==> config.mk <==
export PLATFORM = sky130hd
export DESIGN_NAME = stat_irq_regs
export DESIGN_NICKNAME = d
export VERILOG_FILES = /design/src/rtl/stat_irq_pkg.sv /design/src/rtl/sticky_flags.sv /design/src/rtl/enable_reg.sv /design/src/rtl/irq_merge.sv /design/src/rtl/stat_irq_regs.sv
export SDC_FILE = /design/constraint.sdc
export NUM_CORES = 1
export LEC_CHECK = 0
export BUFFER_PORTS_ARGS = -buffer_cell sky130_fd_sc_hd__clkbuf_2
export CORE_MARGIN = 4
export CORE_UTILIZATION = 30
export CTS_CLUSTER_SIZE = 25
export DETAILED_ROUTE_END_ITERATION = 10
export PLACE_DENSITY = 0.7
export SYNTH_ARGS = -nofsm -noshare
export SYNTH_HDL_FRONTEND = slang
export SYNTH_HIERARCHICAL = 1
export SYNTH_SLANG_ARGS = --single-unit
==> constraint.sdc <==
create_clock -name clk -period 0.95 [get_ports clk]
set_input_delay 0.095 -clock clk [delete_from_list [all_inputs] [get_ports clk]]
set_output_delay 0.095 -clock clk [all_outputs]
set_load 0.05 [all_outputs]
==> src/rtl/stat_irq_pkg.sv <==
package stat_irq_pkg;
  localparam int ADDR_W   = 3;
  localparam int DATA_W   = 32;

  localparam int XFER_N   = 4;
  localparam int BUF_N    = 4;
  localparam int CLK_N    = 2;
  localparam int LVL_N    = 4;

  localparam int XFER_LSB = 8;
  localparam int LVL_LSB  = 4;
  localparam int BUF_LSB  = 2;
  localparam int CLK_LSB  = 0;

  typedef enum logic [ADDR_W-1:0] {
    A_XFER   = 3'd0,
    A_BUF    = 3'd1,
    A_BUF_EN = 3'd2,
    A_CLK    = 3'd3,
    A_CLK_EN = 3'd4
  } reg_sel_e;
endpackage

==> src/rtl/sticky_flags.sv <==
module sticky_flags #(
  parameter int W = 4
) (
  input  logic         clk,
  input  logic         rst,
  input  logic [W-1:0] set_i,
  input  logic [W-1:0] clr_i,
  output logic [W-1:0] flags_o
);
  for (genvar i = 0; i < W; i++) begin : g_cell
    always_ff @(posedge clk) begin
      if (rst)           flags_o[i] <= 1'b0;
      else if (set_i[i]) flags_o[i] <= 1'b1;
      else if (clr_i[i]) flags_o[i] <= 1'b0;
    end
  end
endmodule

==> src/rtl/enable_reg.sv <==
module enable_reg #(
  parameter int W = 4
) (
  input  logic         clk,
  input  logic         rst,
  input  logic         ld_i,
  input  logic [W-1:0] d_i,
  output logic [W-1:0] q_o
);
  always_ff @(posedge clk) begin
    if (rst)       q_o <= '0;
    else if (ld_i) q_o <= d_i;
  end
endmodule

==> src/rtl/irq_merge.sv <==
module irq_merge #(
  parameter int XN = 4,
  parameter int BN = 4,
  parameter int CN = 2
) (
  input  logic          clk,
  input  logic          rst,
  input  logic [XN-1:0] xfer_f,
  input  logic [BN-1:0] buf_f,
  input  logic [BN-1:0] buf_en,
  input  logic [CN-1:0] clk_f,
  input  logic [CN-1:0] clk_en,
  output logic          irq_o
);
  logic pend;
  always_comb pend = (|xfer_f) | (|(buf_f & buf_en)) | (|(clk_f & clk_en));

  always_ff @(posedge clk) begin
    if (rst) irq_o <= 1'b0;
    else     irq_o <= pend;
  end
endmodule

==> src/rtl/stat_irq_regs.sv <==
module stat_irq_regs
  import stat_irq_pkg::*;
(
  input  logic              clk,
  input  logic              rst,
  input  logic              wr_en,
  input  logic [ADDR_W-1:0] wr_addr,
  input  logic [DATA_W-1:0] wr_data,
  input  logic [ADDR_W-1:0] rd_addr,
  output logic [DATA_W-1:0] rd_data,
  input  logic [XFER_N-1:0] ev_xfer,
  input  logic [BUF_N-1:0]  ev_buf_err,
  input  logic [CLK_N-1:0]  ev_clk_err,
  input  logic [LVL_N-1:0]  buf_level,
  output logic              irq
);
  logic [XFER_N-1:0] xfer_flags, xfer_clr;
  logic [BUF_N-1:0]  buf_flags, buf_clr, buf_en;
  logic [CLK_N-1:0]  clk_flags, clk_clr, clk_en;
  logic              ld_buf_en, ld_clk_en;

  always_comb begin
    xfer_clr  = (wr_en && wr_addr == A_XFER) ? wr_data[XFER_LSB +: XFER_N] : '0;
    buf_clr   = (wr_en && wr_addr == A_BUF)  ? wr_data[BUF_LSB +: BUF_N]   : '0;
    clk_clr   = (wr_en && wr_addr == A_CLK)  ? wr_data[CLK_LSB +: CLK_N]   : '0;
    ld_buf_en = wr_en && wr_addr == A_BUF_EN;
    ld_clk_en = wr_en && wr_addr == A_CLK_EN;
  end

  sticky_flags #(.W(XFER_N)) u_xfer (
    .clk(clk), .rst(rst), .set_i(ev_xfer), .clr_i(xfer_clr), .flags_o(xfer_flags));
  sticky_flags #(.W(BUF_N)) u_buf (
    .clk(clk), .rst(rst), .set_i(ev_buf_err), .clr_i(buf_clr), .flags_o(buf_flags));
  sticky_flags #(.W(CLK_N)) u_clk (
    .clk(clk), .rst(rst), .set_i(ev_clk_err), .clr_i(clk_clr), .flags_o(clk_flags));

  enable_reg #(.W(BUF_N)) u_buf_en (
    .clk(clk), .rst(rst), .ld_i(ld_buf_en), .d_i(wr_data[BUF_LSB +: BUF_N]), .q_o(buf_en));
  enable_reg #(.W(CLK_N)) u_clk_en (
    .clk(clk), .rst(rst), .ld_i(ld_clk_en), .d_i(wr_data[CLK_LSB +: CLK_N]), .q_o(clk_en));

  irq_merge #(.XN(XFER_N), .BN(BUF_N), .CN(CLK_N)) u_irq (
    .clk(clk), .rst(rst), .xfer_f(xfer_flags), .buf_f(buf_flags), .buf_en(buf_en),
    .clk_f(clk_flags), .clk_en(clk_en), .irq_o(irq));

  logic [DATA_W-1:0] rd_next;
  always_comb begin
    rd_next = '0;
    case (rd_addr)
      A_XFER: begin
        rd_next[XFER_LSB +: XFER_N] = xfer_flags;
        rd_next[LVL_LSB +: LVL_N]   = buf_level;
      end
      A_BUF:    rd_next[BUF_LSB +: BUF_N] = buf_flags;
      A_BUF_EN: rd_next[BUF_LSB +: BUF_N] = buf_en;
      A_CLK:    rd_next[CLK_LSB +: CLK_N] = clk_flags;
      A_CLK_EN: rd_next[CLK_LSB +: CLK_N] = clk_en;
      default:  rd_next = '0;
    endcase
  end

  always_ff @(posedge clk) begin
    if (rst) rd_data <= '0;
    else     rd_data <= rd_next;
  end
endmodule

Yosys cells after proc, flatten, opt, wreduce, memory -nomap -nowiden
Cells that the tools add are included.
- eq/ne operators: 8
- mux-type cells: 26
- bitwise gates (word level): 5
- reduce and logical (&&, ||, !) cells: 21
- operators by type and width (cell ; count):
    1-bit two-way mux ; 20
    2-bit nonzero test ; 10
    3-bit by 2-bit equality test with 1-bit output (second input constant) ; 4
    4-bit two-way mux ; 2
    2-bit one-hot mux with 2 select lines ; 2
    4-bit OR reduction ; 2
    3-bit by 1-bit equality test with 1-bit output (second input constant) ; 2
    3-bit equality test (second input constant) ; 2
    3-bit logical NOT ; 2
    2-bit one-hot mux with 3 select lines ; 1
    1-bit logical AND ; 5
    4-bit AND ; 1
    2-bit OR reduction ; 2
    2-bit AND ; 1
    2-bit two-way mux ; 1
    1-bit OR ; 2
    1-bit inverter ; 1
- register bits: 49
- logic and storage cells: 76

Logic depth before layout (Yosys ltp)
Gate-level depths: netlist of the first run.
- word-level depth: 5
- depth in mapped cells: 5
- depth with buffers taken out: 5

Cells and area by module
The synthesis of the first run kept the hierarchy.
- by module, submodules not included (module ; instances ; cells an instance ; area each (um^2) ; seq. area each (um^2)):
    stat_irq_regs ; 1 ; 81 ; 708.2 ; 240.2
    sticky_flags (u_buf ...) ; 2 ; 16 ; 140.1 ; 80.1
    enable_reg (u_buf_en) ; 1 ; 13 ; 140.1 ; 80.1
    sticky_flags (u_clk) ; 1 ; 8 ; 70.1 ; 40.0
    enable_reg (u_clk_en) ; 1 ; 6 ; 67.6 ; 40.0
    irq_merge ; 1 ; 6 ; 63.8 ; 20.0

Worst setup path after synthesis of the first run
Ideal clock, no wire load.
- path kind: in2reg
- start: input wr_addr[1]
- end: register u_clk_en.q_o[0]
- arrival time: 0.838 ns
- data required time: 0.836 ns
- slack: -0.003 ns
- cell stages on the path: 4
- cells stage by stage: nand2b_1 -> nor3b_1 -> mux2i_1 -> nor2_1
- word-level cells in the longest chain between the ends: 2
- ends and longest elaborated chain (what ; RTL line ; RTL):
    start: declaration ; stat_irq_regs.sv:7 ; input logic [ADDR_W-1:0] wr_addr,
    3-bit equality test ; stat_irq_regs.sv:27 ; ld_clk_en = wr_en && wr_addr == A_CLK_EN;
    1-bit logical AND ; stat_irq_regs.sv:27 ;
    net ld_clk_en ; stat_irq_regs.sv:20 ; logic ld_buf_en, ld_clk_en;
    end signal: assignment ; enable_reg.sv:12 ; else if (ld_i) q_o <= d_i;
    end: declaration ; enable_reg.sv:8 ; output logic [W-1:0] q_o
The timed path passes the listed nets, and every way through them passes these cells.
A chain may end at the register's enable or synchronous reset.

Worst setup path after layout of the first run
- start: register rd_data[10]
- end: output rd_data[10]
- RTL lines (what ; RTL line ; RTL):
    start: declaration ; stat_irq_regs.sv:10 ; output logic [DATA_W-1:0] rd_data,
    start signal: assignment ; stat_irq_regs.sv:64 ; else rd_data <= rd_next;
No word-level cell between the ends.

==> results of run 1 <==
==> registers in the layout (all words and copies together) (netlist names) <==
register        flops
rd_data            12
u_buf/flags_o       4
u_buf_en/q_o        4
u_clk/flags_o       2
u_clk_en/q_o        2
u_irq/irq_o         1
u_xfer/flags_o      4
==> routing by layer <==
| layer | up-vias | track usage, % | routed length (um) |
|---|---|---|---|
| met5 | - | 0 | 0 |
| met2 | 45 | 15.90 | 1226 |
| met3 | 2 | 2.703 | 248 |
| met1 | 447 | 12.11 | 1240 |
| met4 | 0 | 5.929 | 36 |
| li1 | 544 | - | - |
==> power breakdown <==
part / internal (W) / switching, W / leakage (nW) / total [W]
sequential: 0.00127 / 0.0000370 / 0.238 / 0.00130
combinational: 0.000137 / 0.000334 / 0.515 / 0.000471
clock: 0.000653 / 0.000438 / 0.0542 / 0.00109
total: 0.00206 / 0.000809 / 0.808 / 0.00287
==> worst max-delay path by stage <==
stage,end,cells past startpoint,slack (ps),startpoint
global placement,u_xfer/flags_o[3]$_SDFFE_PP0P_,7,-120,wr_addr[1]
global route,u_irq/irq_o$_SDFF_PP0_,2,0.09,u_xfer/flags_o[2]$_SDFFE_PP0P_
detailed placement,u_buf/flags_o[1]$_SDFFE_PP0P_,6,-110,wr_addr[1]
CTS,rd_data[4],1,0.7,rd_data[4]$_SDFF_PP0_
floorplan,u_clk_en/q_o[0]$_SDFFE_PP0P_,4,90,wr_addr[1]
finish,rd_data[10],1,20,rd_data[10]$_SDFF_PP0_
==> area by class of cell <==
type,count,area (um2)
clock buffer,7,96.34
timing repair buffer,50,280.3
clock inverter,1,5.005
fill,450,2450
multi-input combinational,103,630.6
sequential,29,581.8
tap,50,62.56
inverter,10,37.54
==> synth_stat cells <==
master	number	area share (%)
and2_1	16	7.5
and3b_2	1	0.75
nor2b_1	4	1.9
a211oi_1	4	2.3
nor3b_1	1	0.56
a21oi_1	10	3.8
mux2i_1	6	4.5
inv_1	10	2.8
conb_1	1	0.28
nor3_4	1	1.2
a41oi_1	1	0.66
nand2b_1	14	6.6
buf_4	21	12
clkbuf_2	1	0.38
a22oi_1	5	2.8
or2_4	1	0.66
nand2_1	1	0.28
buf_6	1	0.85
nor3_1	2	0.75
a32oi_1	2	1.3
nor4_2	1	0.94
nor2_1	13	3.7
dfxtp_1	29	44
==> placed cells by master, fill, tap and decap left out, drive strengths merged <==
master,instances
or2,1
mux2i,6
clkinv,1
nor4,1
inv,10
dfxtp,29
a21oi,10
and3b,1
nor3,3
a32oi,2
nand2b,14
a211oi,4
a22oi,5
nand2,1
clkbuf,47
conb,20
nor2b,4
and2,16
nor3b,1
buf,10
nor2,13
a41oi,1
==> timing repair <==
item / in CTS / in global routing
pin swaps: 0 / 2
setup endpoints to repair: 6 / 7
resized for setup: 6 / 10
hold buffers: 0 / 0
buffers inserted: 0 / 0
==> logic make-up (layout without fill, tap and decap cells) <==
group / count (synthesis) / count (layout) / synth area share, %
compound gates: 22 / 22 / 10.82
buf+inv: 33 / 68 / 15.90
flops: 29 / 29 / 43.65
mux: 6 / 6 / 4.516
other cells: 1 / 20 / 0.2819
simple gates: 55 / 55 / 24.84
==> metrics by stage <==
stage / power, W / setup TNS (ps) / hold slack, ps / util, %
floorplan: 0.001720 / 0 / 164.1 / -
finish: 0.002867 / 0 / 30.22 / 40.88
CTS: 0.002891 / 0 / 18.69 / 40.40
global placement: 0.001783 / -1091 / 301.8 / 37.59
detailed placement: 0.001788 / -1178 / 299.5 / 37.59
global route: 0.002989 / 0 / 27.93 / 40.88
==> results by group, run 1 <==
Critical path
  • Count of buffer and inverter cells on the critical path: 1
  • Cells on worst reg2reg path: 2
  • Worst reg2reg startpoint: u_xfer/flags_o[2]$_SDFFE_PP0P_
  • Critical Path Sink Type: primary output
  • Slowest CP cell: dfxtp_1
  • Critical Path Max Stage Delay: 300 ps
  • Type of element launching the critical path: register
  • Arrival time of the worst setup path: 830 ps
  • Worst-path fanout max: 1
  • End of the worst register-to-register path: u_irq/irq_o$_SDFF_PP0_
  • Chain of cells forming the critical path: clkbuf_2
  • Setup slack of the worst register-to-register path: 40 ps
  • Classification of the worst setup path: register to primary output
  • Top delay family on crit path: flip-flops
  • Crit path required time: 850 ps

Floorplan
  • Die Area: 5563 um2
  • FP Rows: 23
  • Core footprint: 4144 um2
  • Chip Width: 74.59 um
  • Num ports: 88
  • Height of the die: 74.59 um
  • Effective utilization at floorplan: 32.10%

Worst hold path
  • Worst Hold End: rd_data[6]$_SDFF_PP0_
  • Beginning of the worst hold path: buf_level[2]
  • Min-Delay Path Depth: 2
  • Worst hold path class: input pin to register

Global routing
  • Overflow left after global routing: 0
  • Gr usage total: 10.02%
  • Pin count of the biggest net entering global routing: 20
  • Antenna violations before repair: 0
  • Via count of the first global-routing pass: 955
  • Wire length of the first global-routing pass: 4209 um

Clocking
  • Total CTS buffers: 5
  • TritonCTS clock tree: built
  • Clock edge transition at the registers on the reported setup and hold paths: 60 ps
  • Insertion delay of the later-clocked pin in the worst-skew pair: 270 ps
  • Buffers from clock root to sink, at most: 2
  • Clock sinks: 29
  • Total number of H-tree levels: 2
  • Clock tree root buffer cell: clkbuf_8

Synth
  • Library cells used by synthesis: 23
  • Cell area after technology mapping: 1330 um2
  • Count of state elements after synthesis: 29
  • Post-Synthesis Cells: 146
  • Count of warnings emitted by yosys: 6
  • Avg Inst Size Synth: 9.110 um2
  • Register area share after synthesis: 43.65%

Routing
  • Final routed wire length divided by cell count: 11.01 um
  • Iteration-0 DRC count of the detailed router: 38
  • Vias per cell: 4.152
  • Via count: 1038
  • Final routed DRC violation total: 0
  • Detail Route Antenna Nets: 0
  • Wire length reported by the detailed router: 2752 um
  • First-pass iteration count of the detailed router: 4

Cells and area
  • Post-route design area: 1694 um2
  • # nets final: 254
  • Non-filler cells, final: 250
  • Diode insertion count for antenna repair: 0
  • Fraction of layout cells with a size suffix above 1: 32.50%
  • Synth-to-layout area growth: 27.37%

Placement
  • Worst slack, placed: -112.8 ps
  • Placed instance area: 1558 um2
  • Dpl cells: 242
  • Detailed-placement wirelength estimate: 2220 um
  • I/O Buffers: 45
  • Gp weighted congestion: 0.7106

Pwr
  • Leakage: 0.8078 nW
  • Total power density per cell area: 1692 nW/um2
  • Worst VDD drop: 567.5 uV

STA
  • RSZ-0062 raised after global routing: yes
  • Post-layout minimum cycle time: 929.2 ps
  • Achievable Freq: 1.076 GHz
  • Final Cycle Share: 97.81%
  • Finish-stage setup viols: 0
  • Number of failing hold endpoints at the final stage: 0
  • Final worst setup slack: 20.83 ps
  • Pins over their slew limit: 0
  • Layout Skew: 2.060 ps

Status
  • Run status: completed

Job
  • Maximum capacitance violations: 0
Note: power is estimated with default switching activity, not from simulation.
==> inputs of run 2 (changes only) <==
--- a/config.mk
+++ b/config.mk
@@ -6,12 +6,13 @@
 export NUM_CORES = 1
 export LEC_CHECK = 0
 export BUFFER_PORTS_ARGS = -buffer_cell sky130_fd_sc_hd__clkbuf_2
-export CORE_MARGIN = 4
 export CORE_UTILIZATION = 30
 export CTS_CLUSTER_SIZE = 25
 export DETAILED_ROUTE_END_ITERATION = 10
+export HOLD_SLACK_MARGIN = 0.12
 export PLACE_DENSITY = 0.7
 export SYNTH_ARGS = -nofsm -noshare
 export SYNTH_HDL_FRONTEND = slang
 export SYNTH_HIERARCHICAL = 1
 export SYNTH_SLANG_ARGS = --single-unit
+export TNS_END_PERCENT = 100
==> results by group, run 2 (same netlist as run 1, synthesis figures left out) <==
Global routing
  • Pin count of the biggest net entering global routing: 20 (unchanged)
  • Overflow left after global routing: 0 (unchanged)
  • Antenna violations before repair: 0 (unchanged)
  • Via count of the first global-routing pass: 961 (was 955)
  • Gr usage total: 12.81% (was 10.02%)
  • Wire length of the first global-routing pass: 4278 um (was 4209 um)

Pwr
  • Leakage: 0.8792 nW (was 0.8078 nW)
  • Total power density per cell area: 1549 nW/um2 (was 1692 nW/um2)
  • Worst VDD drop: 600.2 uV (was 567.5 uV)

Critical path
  • Critical Path Sink Type: register (was primary output)
  • Type of element launching the critical path: input pin (was register)
  • Crit path required time: 1160 ps (was 850 ps)
  • Worst-path fanout max: 2 (was 1)
  • Critical Path Max Stage Delay: 540 ps (was 300 ps)
  • Classification of the worst setup path: input pin to register (was register to primary output)
  • Slowest CP cell: dlygate4sd3_1 (was dfxtp_1)
  • Arrival time of the worst setup path: 1120 ps (was 830 ps)
  • Chain of cells forming the critical path: dlygate4sd3_1 > clkbuf_2 > and2_1 > nand2b_1 > a21oi_1 (was clkbuf_2)
  • Setup slack of the worst register-to-register path: 60 ps (was 40 ps)

Routing
  • First-pass iteration count of the detailed router: 4 (unchanged)
  • Via count: 1112 (was 1038)
  • Final routed DRC violation total: 0 (unchanged)
  • Detail Route Antenna Nets: 0 (unchanged)
  • Wire length reported by the detailed router: 2652 um (was 2752 um)
  • Vias per cell: 4.165 (was 4.152)
  • Iteration-0 DRC count of the detailed router: 27 (was 38)
  • Final routed wire length divided by cell count: 9.933 um (was 11.01 um)

STA
  • RSZ-0062 raised after global routing: no (was yes)
  • Achievable Freq: 1.098 GHz (was 1.076 GHz)
  • Accumulated negative setup slack: 0 ps (unchanged)
  • Final Cycle Share: 95.88% (was 97.81%)
  • Final worst setup slack: 39.15 ps (was 20.83 ps)
  • Layout Skew: 2.887 ps (was 2.060 ps)
  • Finish-stage setup viols: 0 (unchanged)
  • Pins over their slew limit: 0 (unchanged)
  • Post-layout minimum cycle time: 910.9 ps (was 929.2 ps)
  • Number of failing hold endpoints at the final stage: 0 (unchanged)

Clocking
  • Insertion delay of the later-clocked pin in the worst-skew pair: 280 ps (was 270 ps)
  • Clock sinks: 29 (unchanged)
  • Clock edge transition at the registers on the reported setup and hold paths: 60 ps (about the same)
  • Clock tree root buffer cell: clkbuf_8 (unchanged)
  • Total CTS buffers: 5 (unchanged)
  • Buffers from clock root to sink, at most: 2 (unchanged)
  • Total number of H-tree levels: 2 (unchanged)
  • TritonCTS clock tree: built (unchanged)

Placement
  • Placed instance area: 1558 um2 (unchanged)
  • Worst slack, placed: -203.8 ps (was -112.8 ps)
  • Gp weighted congestion: 0.6837 (was 0.7106)
  • Dpl cells: 242 (unchanged)
  • Detailed-placement wirelength estimate: 1946 um (was 2220 um)
  • I/O Buffers: 45 (unchanged)

Job
  • Maximum capacitance violations: 0 (unchanged)

Cells and area
  • Final core utilization: 46.00% (was 40.88%)
  • Most common cell after layout, fill and taps aside: clkbuf_2 (unchanged)
  • Sequential cell area: 581.8 um2 (unchanged)
  • Synth-to-layout area growth: 42.33% (was 27.37%)
  • Diode insertion count for antenna repair: 0 (unchanged)
  • Register ranked first by flip-flop count: rd_data (unchanged)
  • Non-filler cells, final: 267 (was 250)
  • Area taken by multi-input logic gates: 639.4 um2 (was 630.6 um2)
  • Final-layout fill cell count: 421 (was 450)
  • # nets final: 271 (was 254)
  • Fraction of layout cells with a size suffix above 1: 30.41% (was 32.50%)
  • Commonest cells after routing, fill and taps aside: clkbuf_2 (31), dfxtp_1 (28), conb_1 (20) (was clkbuf_2 (33), dfxtp_1 (28), conb_1 (20))
  • Post-route design area: 1893 um2 (was 1694 um2)
  • Flip-flop count of the largest register, all copies and words added: 12 (unchanged)

Floorplan
  • Effective utilization at floorplan: 32.32% (was 32.10%)
  • FP Rows: 23 (unchanged)
  • Num ports: 88 (unchanged)
  • Core footprint: 4115 um2 (was 4144 um2)
  • Die Area: 4704 um2 (was 5563 um2)
  • Height of the die: 68.59 um (was 74.59 um)
  • Chip Width: 68.59 um (was 74.59 um)

Status
  • Run status: completed (unchanged)

Worst hold path
  • Worst hold path class: input pin to register (unchanged)
==> run 2: cell types whose count changed in the layout (fill, tap and decap cells not counted) <==
cell,before,now
clkbuf_4,7,11
a41oi_1,0,1
buf_2,5,0
a21oi_2,0,1
dlygate4sd3_1,0,18
a41oi_2,1,0
nor3_1,2,1
clkbuf_2,33,31
buf_4,5,7
nand2b_1,14,13
nor3_2,0,1
a21oi_1,10,9
nand2b_4,0,1
==> run 2: area by class of cell <==
cell class	instances	area share, %
clock buffer	7	5.089
clock inverter	1	0.2644
inverter	10	1.983
multi-input combinational	103	33.77
sequential	29	30.73
tap	50	3.305
timing repair buffer	67	24.85
==> run 2: power by group <==
group | leakage [nW] | internal [W] | total [W] | switching (W)
combinational | 0.587 | 0.000188 | 0.000530 | 0.000342
clock | 0.0542 | 0.000653 | 0.00110 | 0.000443
sequential | 0.238 | 0.00127 | 0.00131 | 0.0000390
==> run 2: per-layer routing <==
metal,wire length (um),global-route usage (%),up-vias
met5,0,0,-
met4,29,6.250,0
met3,190,4.770,4
met2,1201,20.34,41
met1,1230,15.06,491
li1,-,-,576
==> run 2: timing repair <==
action	4_1_cts	5_1_grt
resized for setup	7	19
pin swaps	0	4
endpoints found under the hold margin	18	0
setup buffers	0	0
hold buffers	18	0
endpoints found under the setup margin	7	14
==> run 2: path summary, 6_finish.rpt <==
kind	startpoint	endpoint	depth (start not counted)
min	rd_addr[2]	rd_data[0]$_SDFF_PP0_	3
max reg2reg	u_xfer/flags_o[0]$_SDFFE_PP0P_	u_irq/irq_o$_SDFF_PP0_	2
max	wr_data[4]	u_buf/flags_o[2]$_SDFFE_PP0P_	5
min reg2reg	u_buf/flags_o[2]$_SDFFE_PP0P_	u_buf/flags_o[2]$_SDFFE_PP0P_	2
==> run 2: metrics by stage <==
step                hold WS [ps]  power, W
floorplan                  164.1  0.001720
global placement           301.9  0.001780
detailed placement         301.1  0.001785
CTS                        135.8  0.002947
global route               173.1  0.003082
finish                     146.5  0.002932
==> run 2: worst max-delay path: cells and delay by family <==
kind	cells	cell delay, ps
buffers and inverters	2	650
and+or+nand+nor	2	250
AOI/OAI and AO/OA	1	120
==> inputs of run 3 (changes only) <==
--- a/config.mk
+++ b/config.mk
@@ -5,12 +5,13 @@
 export SDC_FILE = /design/constraint.sdc
 export NUM_CORES = 1
 export LEC_CHECK = 0
+export ABC_AREA = 1
 export BUFFER_PORTS_ARGS = -buffer_cell sky130_fd_sc_hd__clkbuf_2
 export CORE_UTILIZATION = 30
 export CTS_CLUSTER_SIZE = 25
 export DETAILED_ROUTE_END_ITERATION = 10
 export HOLD_SLACK_MARGIN = 0.12
-export PLACE_DENSITY = 0.7
+export PLACE_DENSITY = 0.69
 export SYNTH_ARGS = -nofsm -noshare
 export SYNTH_HDL_FRONTEND = slang
 export SYNTH_HIERARCHICAL = 1
==> results by group, run 3 <==
Status
  • Run status: finished with violations (was completed)
  • Violations in the final reports: design-rule violations

Clocking
  • Total CTS buffers: 5 (unchanged)
  • Insertion delay of the later-clocked pin in the worst-skew pair: 280 ps (about the same)
  • Buffers from clock root to sink, at most: 2 (unchanged)
  • Clock edge transition at the registers on the reported setup and hold paths: 60 ps (about the same)
  • Setup bufs post-CTS: 0 (unchanged)
  • Total number of H-tree levels: 2 (unchanged)
  • TritonCTS clock tree: built (unchanged)
  • Clock sinks: 29 (unchanged)
  • Clock tree root buffer cell: clkbuf_8 (unchanged)

Routing
  • Final routed DRC violation total: 4 (was 0)
  • Met3 routed wirelength: 198 um (was 190 um)
  • Vias per cell: 4.009 (was 4.165)
  • First-pass iteration count of the detailed router: 8 (was 4)
  • Met1 wire length: 1397 um (was 1230 um)
  • Wire length on met2: 1482 um (was 1201 um)
  • Iteration-0 DRC count of the detailed router: 72 (was 27)
  • Detail Route Antenna Nets: 0 (unchanged)
  • Wire length reported by the detailed router: 3143 um (was 2652 um)
  • Via count: 1355 (was 1112)
  • Top layer used by detailed routing: met4 (unchanged)
  • Final routed wire length divided by cell count: 9.299 um (was 9.933 um)

Floorplan
  • FP Rows: 24 (was 23)
  • Height of the die: 71.05 um (was 68.59 um)
  • Die Area: 5047 um2 (was 4704 um2)
  • Core footprint: 4474 um2 (was 4115 um2)
  • Effective utilization at floorplan: 31.96% (was 32.32%)
  • Chip Width: 71.05 um (was 68.59 um)
  • Num ports: 88 (unchanged)

Synth
  • Synth top area cells: dfxtp_1 (41%), inv_1 (13%), nand2_1 (11%), buf_4 (10%), nor2_1 (7.6%) (was dfxtp_1 (44%), buf_4 (12%), and2_1 (7.5%), nand2b_1 (6.6%), mux2i_1 (4.5%))
  • Count of state elements after synthesis: 29 (unchanged)
  • Proportion of netlist area held by the largest area contributor: 40.59% (was 43.65%)
  • Library cells used by synthesis: 16 (was 23)
  • Number of synthesized flops with an enable pin: 0 (unchanged)
  • Primary FF master, synth: dfxtp_1 (unchanged)
  • Count of warnings emitted by yosys: 6 (unchanged)
  • Cell taking the most area after synthesis: dfxtp_1 (unchanged)
  • Cell area after technology mapping: 1430 um2 (was 1330 um2)
  • Post-Synthesis Cells: 213 (was 146)
  • Synth top cells by count: inv_1 (50), nand2_1 (41), dfxtp_1 (29), nor2_1 (29), buf_4 (20) (was dfxtp_1 (29), buf_4 (21), and2_1 (16), nand2b_1 (14), nor2_1 (13))
  • Register area share after synthesis: 40.59% (was 43.65%)
  • Most frequently used cell type in the post-synthesis netlist: inv_1 (was dfxtp_1)
  • Share of async-settable or async-resettable flops after synthesis: 0% (unchanged)
  • Avg Inst Size Synth: 6.714 um2 (was 9.110 um2)

Pwr
  • Register share of total power: 43.9% (was 44.6%)
  • Clk pwr share: 37.2% (was 37.4%)
  • Switching power: 0.0008732 W (was 0.0008241 W)
  • Worst VDD drop: 717.2 uV (was 600.2 uV)
  • Leakage: 1.077 nW (was 0.8792 nW)
  • Total power density per cell area: 1503 nW/um2 (was 1549 nW/um2)
  • Combinational cell fraction of total power: 18.9% (was 18.1%)
  • Design internal power: 0.002104 W (was 0.002108 W)
  • Sw Share: 29.33% (was 28.10%)
  • Power, Total: 0.002977 W (was 0.002932 W)

Cells and area
  • Flip-flop count of the largest register, all copies and words added: 12 (unchanged)
  • Synth-to-layout area growth: 38.50% (was 42.33%)
  • Commonest cells after routing, fill and taps aside: inv_1 (50), nand2_1 (41), clkbuf_2 (32) (was clkbuf_2 (31), dfxtp_1 (28), conb_1 (20))
  • Most common cell after layout, fill and taps aside: inv_1 (was clkbuf_2)
  • Fraction of layout cells with a size suffix above 1: 23.78% (was 30.41%)
  • # nets final: 340 (was 271)
  • Final core utilization: 44.27% (was 46.00%)
  • Diode insertion count for antenna repair: 0 (unchanged)
  • Register ranked first by flip-flop count: rd_data (unchanged)

Critical path
  • Chain of cells forming the critical path: clkbuf_4 (was dlygate4sd3_1 > clkbuf_2 > and2_1 > nand2b_1 > a21oi_1)
  • Count of buffer and inverter cells on the critical path: 1 (was 2)
  • Top delay family on crit path: flip-flops (was buffers and inverters)
  • Critical Path Sink Type: primary output (was register)
  • Worst reg2reg startpoint: u_buf/flags_o[0]$_SDFFE_PP0P_ (was u_xfer/flags_o[0]$_SDFFE_PP0P_)
  • Type of element launching the critical path: register (was input pin)
  • Slowest CP cell: dfxtp_1 (was dlygate4sd3_1)
  • Arrival time of the worst setup path: 810 ps (was 1120 ps)
  • Crit path required time: 850 ps (was 1160 ps)
  • Worst-path fanout max: 1 (was 2)
  • Classification of the worst setup path: register to primary output (was input pin to register)
  • Cells on worst reg2reg path: 4 (was 2)
  • Setup slack of the worst register-to-register path: 170 ps (was 60 ps)
  • Critical Path Max Stage Delay: 310 ps (was 540 ps)
  • End of the worst register-to-register path: u_irq/irq_o$_SDFF_PP0_ (unchanged)

Placement
  • Detailed-placement wirelength estimate: 2226 um (was 1946 um)
  • Worst slack, placed: 7.782 ps (was -203.8 ps)
  • Gp weighted congestion: 0.7677 (was 0.6837)
  • I/O Buffers: 45 (unchanged)

STA
  • Post-layout minimum cycle time: 903.1 ps (was 910.9 ps)
  • Final worst setup slack: 46.95 ps (was 39.15 ps)
  • RSZ-0062 raised after global routing: no (unchanged)
  • Number of failing hold endpoints at the final stage: 0 (unchanged)
  • Achievable Freq: 1.107 GHz (was 1.098 GHz)
  • Layout Skew: 2.808 ps (was 2.887 ps)
  • Finish-stage setup viols: 0 (unchanged)
  • Final Cycle Share: 95.06% (was 95.88%)
  • Final hold slack: 147.9 ps (was 146.5 ps)
  • Accumulated negative setup slack: 0 ps (unchanged)
  • Pins over their slew limit: 0 (unchanged)

Worst hold path
  • Beginning of the worst hold path: rd_addr[0] (was rd_addr[2])
  • Worst hold path class: input pin to register (unchanged)
  • Worst Hold End: rd_data[1]$_SDFF_PP0_ (was rd_data[0]$_SDFF_PP0_)
  • Min-Delay Path Depth: 3 (unchanged)

Global routing
  • Antenna violations before repair: 0 (unchanged)
  • Via count of the first global-routing pass: 1185 (was 961)
  • Gr usage total: 13.48% (was 12.81%)
  • Pin count of the biggest net entering global routing: 15 (was 20)
  • Wire length of the first global-routing pass: 5099 um (was 4278 um)
  • Overflow left after global routing: 0 (unchanged)

Job
  • Maximum capacitance violations: 0 (unchanged)
-- run 3: cell types whose count changed after synthesis, sizes merged, moves of 5 or more --
| cell | change |
|---|---|
| a21oi | +5 |
| a22oi | -5 |
| and2 | -16 |
| nand4 | +6 |
| nand3 | +8 |
| nand2 | +40 |
| mux2i | -6 |
| nor2 | +20 |
| nand2b | -14 |
| inv | +44 |
-- run 3: layout make-up --
cell class / instances / area, um2
clock buffers: 7 / 96.34
clock inverters: 1 / 5.005
fillers: 478 / 2494
inverters: 54 / 202.7
multi-input cells: 128 / 560.5
flip-flops and latches: 29 / 580.6
well taps: 52 / 65.06
repair buffers: 67 / 470.5
-- run 3: worst max path at each step --
stage,start,cells after the start,endpoint
after global placement,wr_addr[2],9,u_buf/flags_o[0]$_SDFFE_PP0P_
final,u_irq/irq_o$_SDFF_PP0_,1,irq
after floorplan,wr_addr[2],7,u_buf_en/q_o[1]$_SDFFE_PP0P_
after detailed placement,wr_addr[2],9,u_buf/flags_o[3]$_SDFFE_PP0P_
after CTS,u_irq/irq_o$_SDFF_PP0_,1,irq
after global routing,wr_data[5],7,u_buf/flags_o[3]$_SDFFE_PP0P_
-- run 3: power by group through the flow --
| stage | sequential, W | clock (W) | combinational, W |
|---|---|---|---|
| detailed placement | 0.00133 | 0 | 0.000490 |
| global placement | 0.00133 | 0 | 0.000483 |
| floorplan | 0.00137 | 0 | 0.000375 |
| finish | 0.00131 | 0.00111 | 0.000564 |
| CTS | 0.00131 | 0.00115 | 0.000558 |
| global route | 0.00131 | 0.00118 | 0.000617 |
-- run 3: repair_timing --
| item | 4_1_cts | 5_1_grt |
|---|---|---|
| hold buffers | 19 | 0 |
| gates resized for setup | 13 | 1 |
| hold endpoints to repair | 20 | 0 |
| endpoints found under the setup margin | 13 | 1 |
| pin swaps | 0 | 1 |
-- run 3: through the flow --
stage,instances,cell area (um2)
after detailed placement,311,1653
final,338,1981
after global placement,311,1653
after floorplan,232,1501
after CTS,338,1977
after global routing,338,1981
-- run 3: metal layers --
layer / GRT usage (%) / vias up
met5: 0 / -
met4: 7.333 / 0
met3: 4.701 / 4
met2: 22.33 / 46
met1: 15.23 / 571
li1: - / 734
-- run 3: kinds of logic (layout without fill, tap and decap cells) --
kind of cell,Yosys count,in the layout,synth area share (%)
AOI/OAI and AO/OA,15,15,5.512
buffers and inverters,75,129,25.46
DFF,29,29,40.60
other,1,20,0.2622
and+or+nand+nor,93,93,28.17
-- run 3: worst reg2reg max path, stage by stage (launching register included) --
cell	delay [ps]
dfxtp_1	330
nand2_1	80
nand2_1	50
nor2_1	140
a21oi_2	70
